===== src/rtl/rp_pkg.sv =====
package rp_pkg;
  typedef enum logic [1:0] {
    HINT_NONE   = 2'b00,
    HINT_STACK  = 2'b01,
    HINT_GLOBAL = 2'b10,
    HINT_RSVD   = 2'b11
  } hint_e;
endpackage


===== src/rtl/rp_index.sv =====
module rp_index #(
  parameter int PC_W     = 32,
  parameter int PC_LSB   = 2,
  parameter int IDX_W    = 10,
  parameter int CID_BITS = 4,
  parameter int GHR_W    = 4
) (
  input  logic [PC_W-1:0]  pc,
  input  logic [PC_W-1:0]  cid,
  input  logic [GHR_W-1:0] ghr,
  output logic [IDX_W-1:0] idx
);
  localparam int CTX_W = CID_BITS + GHR_W;

  logic [CTX_W-1:0] ctx;
  logic [IDX_W-1:0] ctx_fit;

  assign ctx = {cid[CID_BITS-1:0], ghr};

  generate
    if (CTX_W >= IDX_W) begin : g_trim
      assign ctx_fit = ctx[IDX_W-1:0];
    end else begin : g_pad
      assign ctx_fit = {{(IDX_W-CTX_W){1'b0}}, ctx};
    end
  endgenerate

  assign idx = pc[PC_LSB +: IDX_W] ^ ctx_fit;
endmodule


===== src/rtl/rp_ghr.sv =====
module rp_ghr #(
  parameter int GHR_W = 4
) (
  input  logic             clk,
  input  logic             rst,
  input  logic             br_valid,
  input  logic             br_taken,
  output logic [GHR_W-1:0] ghr
);
  always_ff @(posedge clk) begin
    if (rst) ghr <= '0;
    else if (br_valid) ghr <= (ghr << 1) | GHR_W'(br_taken);
  end

  AST_GHR_SHIFT: assert property (@(posedge clk) disable iff (rst)
    br_valid |=> (ghr[0] == $past(br_taken)));
  AST_GHR_HOLD: assert property (@(posedge clk) disable iff (rst)
    !br_valid |=> $stable(ghr));
endmodule


===== src/rtl/rp_table.sv =====
module rp_table #(
  parameter int IDX_W = 10
) (
  input  logic             clk,
  input  logic             rst,
  input  logic             rd_en,
  input  logic [IDX_W-1:0] rd_idx,
  output logic             rd_bit,
  input  logic             wr_en,
  input  logic [IDX_W-1:0] wr_idx,
  input  logic             wr_bit
);
  localparam int DEPTH = 1 << IDX_W;

  logic mem [DEPTH];

  // Storage: cleared on reset, one write port
  always_ff @(posedge clk) begin
    if (rst) begin
      for (int i = 0; i < DEPTH; i++) mem[i] <= 1'b0;
    end else if (wr_en) begin
      mem[wr_idx] <= wr_bit;
    end
  end

  // Registered read with same-edge write forwarding
  always_ff @(posedge clk) begin
    if (rst) rd_bit <= 1'b0;
    else if (rd_en) rd_bit <= (wr_en && (wr_idx == rd_idx)) ? wr_bit : mem[rd_idx];
  end

  AST_FWD_SAME_IDX: assert property (@(posedge clk) disable iff (rst)
    (rd_en && wr_en && (rd_idx == wr_idx)) |=> (rd_bit == $past(wr_bit)));
endmodule


===== src/rtl/region_predictor.sv =====
module region_predictor
  import rp_pkg::*;
#(
  parameter int PC_W     = 32,
  parameter int PC_LSB   = 2,
  parameter int IDX_W    = 10,
  parameter int CID_BITS = 4,
  parameter int GHR_W    = 4
) (
  input  logic             clk,
  input  logic             rst,
  input  logic             lk_valid,
  input  logic [PC_W-1:0]  lk_pc,
  input  logic [PC_W-1:0]  lk_cid,
  input  logic [1:0]       lk_hint,
  input  logic             br_valid,
  input  logic             br_taken,
  output logic             pred_valid,
  output logic             pred_stack,
  output logic             pred_hinted,
  output logic [IDX_W-1:0] pred_idx,
  input  logic             upd_valid,
  input  logic [IDX_W-1:0] upd_idx,
  input  logic             upd_hinted,
  input  logic             upd_pred,
  input  logic             upd_actual,
  output logic             mispredict
);
  hint_e            hint_in;
  logic [GHR_W-1:0] ghr;
  logic [IDX_W-1:0] lk_idx;
  logic             hint_hit, hint_bit;
  logic             tbl_bit, tbl_wr;
  logic             hinted_q, hint_bit_q;

  assign hint_in  = hint_e'(lk_hint);
  assign hint_hit = (hint_in == HINT_STACK) || (hint_in == HINT_GLOBAL);
  assign hint_bit = (hint_in == HINT_STACK);
  assign tbl_wr   = upd_valid && !upd_hinted;

  rp_ghr #(.GHR_W(GHR_W)) u_ghr (
    .clk(clk), .rst(rst), .br_valid(br_valid), .br_taken(br_taken), .ghr(ghr)
  );

  rp_index #(
    .PC_W(PC_W), .PC_LSB(PC_LSB), .IDX_W(IDX_W), .CID_BITS(CID_BITS), .GHR_W(GHR_W)
  ) u_index (
    .pc(lk_pc), .cid(lk_cid), .ghr(ghr), .idx(lk_idx)
  );

  rp_table #(.IDX_W(IDX_W)) u_table (
    .clk(clk), .rst(rst),
    .rd_en(lk_valid), .rd_idx(lk_idx), .rd_bit(tbl_bit),
    .wr_en(tbl_wr), .wr_idx(upd_idx), .wr_bit(upd_actual)
  );

  always_ff @(posedge clk) begin
    if (rst) begin
      pred_valid <= 1'b0;
      hinted_q   <= 1'b0;
      hint_bit_q <= 1'b0;
      pred_idx   <= '0;
      mispredict <= 1'b0;
    end else begin
      pred_valid <= lk_valid;
      if (lk_valid) begin
        hinted_q   <= hint_hit;
        hint_bit_q <= hint_bit;
        pred_idx   <= lk_idx;
      end
      mispredict <= upd_valid && (upd_pred != upd_actual);
    end
  end

  assign pred_hinted = hinted_q;
  assign pred_stack  = hinted_q ? hint_bit_q : tbl_bit;

  AST_HINT_STACK: assert property (@(posedge clk) disable iff (rst)
    (lk_valid && hint_in == HINT_STACK) |=> (pred_valid && pred_stack && pred_hinted));
  AST_HINT_GLOBAL: assert property (@(posedge clk) disable iff (rst)
    (lk_valid && hint_in == HINT_GLOBAL) |=> (pred_valid && !pred_stack && pred_hinted));
  AST_IDLE_NO_PRED: assert property (@(posedge clk) disable iff (rst)
    !lk_valid |=> !pred_valid);
  AST_MISPRED_MATCH: assert property (@(posedge clk) disable iff (rst)
    (upd_valid && (upd_pred == upd_actual)) |=> !mispredict);
  AST_MISPRED_IDLE: assert property (@(posedge clk) disable iff (rst)
    !upd_valid |=> !mispredict);
endmodule


===== config.mk =====
export PLATFORM = sky130hd
export DESIGN_NAME = region_predictor
export DESIGN_NICKNAME = d
export VERILOG_FILES = /design/src/rtl/rp_pkg.sv /design/src/rtl/rp_index.sv /design/src/rtl/rp_ghr.sv /design/src/rtl/rp_table.sv /design/src/rtl/region_predictor.sv
export SDC_FILE = /design/constraint.sdc
export NUM_CORES = 2
export LEC_CHECK = 0
export ABC_AREA = 1
export BUFFER_PORTS_ARGS = -buffer_cell sky130_fd_sc_hd__buf_2
export CAP_MARGIN = 0
export CORE_AREA = 2 2 346 348
export DETAILED_ROUTE_END_ITERATION = 6
export DIE_AREA = 0 0 348 350
export PLACE_DENSITY = 0.7
export SYNTH_ARGS = -nofsm -noshare
export SYNTH_HDL_FRONTEND = slang
export SYNTH_SLANG_ARGS = --single-unit

===== constraint.sdc =====
create_clock -name clk -period 5.21 [get_ports clk]
set_input_delay 0.2605 -clock clk [delete_from_list [all_inputs] [get_ports clk]]
set_output_delay 0.2605 -clock clk [all_outputs]
set_load 0.01 [all_outputs]

# Yosys cells after proc, flatten, opt, wreduce, memory -nomap -nowiden
# Memory sizes are Yosys's and may differ from the RTL's. A register that Yosys moved wholly into a read port is not among the register bits.
# Cells that the tools add are included.
# totals
mem_count,1
reg_bits,18
mem_bits_rw,1024
out_inout_bits,14
# classes
mux,9
bitwise_logic,2
n_reduce_logical,5
n_eq_ne,3
# mem_list
memory,depth,word_bits,read_ports,rd_ports_with_merged_regs,wr,line,source
u_table.mem,1024,1,1,1,1024,rp_table.sv:15,logic mem [DEPTH];
# ops
cell,count
$mux 10,1
$xor 10x8->10,1
$mux 1,8
$or 4x1->4,1
$eq 2x1->1 const B,1
$eq 2x2->1 const B,1
$logic_and 1x1->1,2
$logic_not 1->1,1
$logic_or 1x1->1,1
$ne 1x1->1,1
$reduce_or 1->1,1

# Logic depth before layout (Yosys ltp)
# logic_depth
ltp_word,7
ltp_mapped,19

# Modules after synthesis
# Synthesis repeated with hierarchy kept, for this count alone.
# unflattened
cells_unflattened,6303
area_unflattened_um2,55421.9
# modules_own_cells
module,area_each_um2,instances,cells_each
rp_table,54552.3,1,6167
region_predictor,531.8,1,68
rp_ghr,172.7,1,26
rp_index,165.2,1,42

# Worst setup path before layout
# OpenSTA, ideal clock, no wires.
# synth_timing
path_kind,input port to flip-flop
startpoint,input port upd_hinted
endpoint,memory u_table.mem[612] (enable)
slack_ns,3.144
setup_ns,0.310
path_stages,6
arrival_ns,1.756
required_ns,4.900
cell_sequence,nor3_2 -> clkbuf_1 -> buf_1 -> nand2_1 -> clkbuf_1 -> o21ai_0
# synth_rtl
element,line,source
from (decl),region_predictor.sv:24,"input logic upd_hinted,"
to (decl),rp_table.sv:15,

==> impl_metrics.ini <==
[outcome]
status = finished, final reports clean

[final_layout]
final_cells = 8071
final_common_cell = nand2_1
multi_input_comb_area_sq_um = 20770
fin_nets = 6522
regArea_sq_um = 31130
final_cell_mix = nand2_1, o21ai_0, nor3_1, edfxtp_1, nand3_1
nFillCells = 10530
drive_above_1_share_pct = 5.896
synthToLayoutAreaGrowth_pct = 6.924

[logic_synthesis]
yosys.cell_types.count = 26
synth_nets = 7068
ys_seq_area_share_pct = 54.12
syn_avg_cell_area_sq_um = 8.238
synth_seq_cells = 1043
synth_top_cell_by_area = edfxtp_1
yosysWarnings = 0
netlist_area_sq_um = 57520
synthCells = 6982
synth_top_area_share_pct = 53.46
synthTopCellsByArea = edfxtp_1, o21ai_0, nor3_1

[sta]
worst_slew_pin_slew_ps = 1364
finalCriticalPeriod_ps = 3734
rsz0062_at_grt = false
finalHoldViolations = 0
slew-limit-headroom_pct = 8.963
fmax_mhz = 267.8
min_period_over_period_pct = 71.68
setup_tns_ps = 0
skew_ps = 18.52
drv_slew = 0
finalSetupViolations = 0

[drt]
dr.pass1.iters = 6
num_vias = 49220
viasPerCell = 6.098
totalWireLength_mm = 173.9
drtIter0Drc = 7448
drc_errors = 0
wl_per_cell_microns = 21.55
antenna_left = 0

[clock_network]
path_clk_slew_ps = 60
post_cts_resized = 0
cts_hold_buf = 10
h-tree-depth = 3
cts_tree = built
clock_path_buffers = 3
cts_root_buf = clkbuf_16
cts_buffers = 113
post_cts_buffers = 0
clkSinkCount = 1043
worstSkewPairLatency_ps = 710

[worst_setup_path]
arrival_ps = 4360
required_ps = 5840
crit_slowest_cell = nand2_8
crit_top_cell = nand3_1
crit_type = flip-flop to flip-flop
cp-start-kind = flip-flop
crit_path_end_kind = flip-flop
slowest_delay_ps = 560
ff2ff_path_depth = 18
critPathMaxFanout = 54
path_cells = inv_1 > nand2_1 > nand2_8 > buf_4 > nand2_1 > nand2_1 > nand2_1 > nand3_1 > nand3_1 > nand3_1 > nand3_1 > nand3_1 > nand3_1 > nand3_1 > nand3_1 > nand3_1 > nand2_1 > a21oi_1

[min_path]
hold_depth = 5
hold_path_class = input pin to flip-flop

[flow_run]
maxCapViolCount = 0

[floorplan]
io_pins = 99
die_w_microns = 348
initial_core_util_pct = 48.84
die_y_microns = 350
core_region_area_sq_um = 117800
num_rows = 126
dieArea_sq_um = 121800

[power_and_ir_drop]
irDropWorstVdd_mv = 0.2527
power_density_nw_per_um2 = 328.2
leakage_nw = 22.24

[place]
place.gp.congestion = 0.8259
hpwl_mm = 82.09
port_buffers = 48
dp_cells = 7847

[grt]
grt_pass1_vias = 44350
track_usage_pct = 27.97
grt_max_degree = 207
antenna_found_initial = 6
grt_pass1_wl_mm = 262.3
grt_overflow = 0
-- worst max-delay path, delay by kind of cell (launching register included) --
kind | cells | cell delay [ps]
flip-flops | 1 | 320
AND/OR/NAND/NOR | 15 | 2530
buffers and inverters | 2 | 610
AO/OA/AOI/OAI | 1 | 120
-- path summary, 6_finish.rpt --
kind	endpoint	startpoint	slack (ps)
worst min-delay path	hint_bit_q$_SDFFE_PP0P_	lk_hint[1]	30
worst max register to register	u_table.rd_bit$_SDFFE_PP0P_	u_ghr.ghr[0]$_SDFFE_PP0P_	1480
worst min register to register	pred_idx[7]$_SDFFE_PP0P_	pred_idx[7]$_SDFFE_PP0P_	470
worst max-delay path	u_table.rd_bit$_SDFFE_PP0P_	u_ghr.ghr[0]$_SDFFE_PP0P_	1480
-- logic make-up (layout without fill, tap and decap cells) --
family                   count (synthesis)  after routing  share of synthesized area [%]
AND/OR/NAND/NOR                       3251           3251                          25.20
buffers and inverters                 1522           1070                          10.18
AO/OA/AOI/OAI                         1147           1147                          10.18
flip-flops                            1043           1043                          54.12
XOR/XNOR                                17             17                         0.2719
adder cells (fa/ha/maj)                  1              1                        0.02175
multiplexers                             1              1                        0.01958
other                                    0              5                              0
-- power breakdown --
group	leakage [nW]	switching (mW)	total [mW]	internal, mW
Sequential	9.87	0.113	9.72	9.60
Combinational	10.6	1.94	2.64	0.707
Clock	1.73	3.40	7.82	4.43
-- synth_stat cells --
| library cell | count |
|---|---|
| nand2_1 | 1371 |
| o21ai_0 | 1092 |
| nor3_1 | 1033 |
| edfxtp_1 | 1024 |
| nand3_1 | 788 |
| clkbuf_1 | 688 |
| inv_1 | 681 |
| buf_2 | 104 |
| nor2_1 | 55 |
| o211ai_1 | 46 |
| buf_1 | 36 |
| dfxtp_1 | 19 |
| xor2_1 | 9 |
| a21oi_1 | 8 |
| clkinv_1 | 7 |
| xnor2_1 | 7 |
| buf_4 | 3 |
| inv_2 | 3 |
| ha_1 | 1 |
| mux2_2 | 1 |
| nand2_2 | 1 |
| nand3b_1 | 1 |
| nand4_1 | 1 |
| nor3_2 | 1 |
| o21ai_1 | 1 |
| xnor2_2 | 1 |
-- flip-flops by register name, indices dropped and copies added, names as in the netlist --
| register | flops |
|---|---|
| u_ghr.ghr | 4 |
| mispredict | 1 |
| pred_idx | 10 |
| hint_bit_q | 1 |
| u_table.rd_bit | 1 |
| pred_valid | 1 |
| u_table.mem | 1024 |
| pred_hinted | 1 |
-- final cells by class --
cell class              count  area share (%)
inverters                 691           4.256
clock inverters            68          0.9115
clock buffers             141           4.838
multi-input cells        4417           33.78
flip-flops and latches   1043           50.62
diodes                      5         0.02035
repair buffers            170           2.450
well taps                1536           3.125
-- stage by stage --
step	area [sq um]	setup slack (ps)	hold WS, ps	util (%)	total power, mW
after floorplan	57520	3144	329.6	-	11.64
after global placement	57850	1552	458.0	49.12	12.39
after detailed placement	57850	1530	459.5	49.12	12.46
after CTS	61490	1540	3.674	52.21	20.16
after global routing	61490	1288	33.76	52.21	20.81
final	61500	1476	31.62	52.22	20.18
-- routing by layer --
| metal | vias to the layer above | GRT usage, % | routed length [microns] |
|---|---|---|---|
| met3 | 447 | 5.246 | 21850 |
| met1 | 23310 | 38.13 | 65750 |
| met2 | 2799 | 44.34 | 78920 |
| li1 | 22660 | - | - |
| met4 | 6 | 10.90 | 7382 |
| met5 | - | 0 | 45 |
No activity file was read; power rests on OpenSTA's default activity.
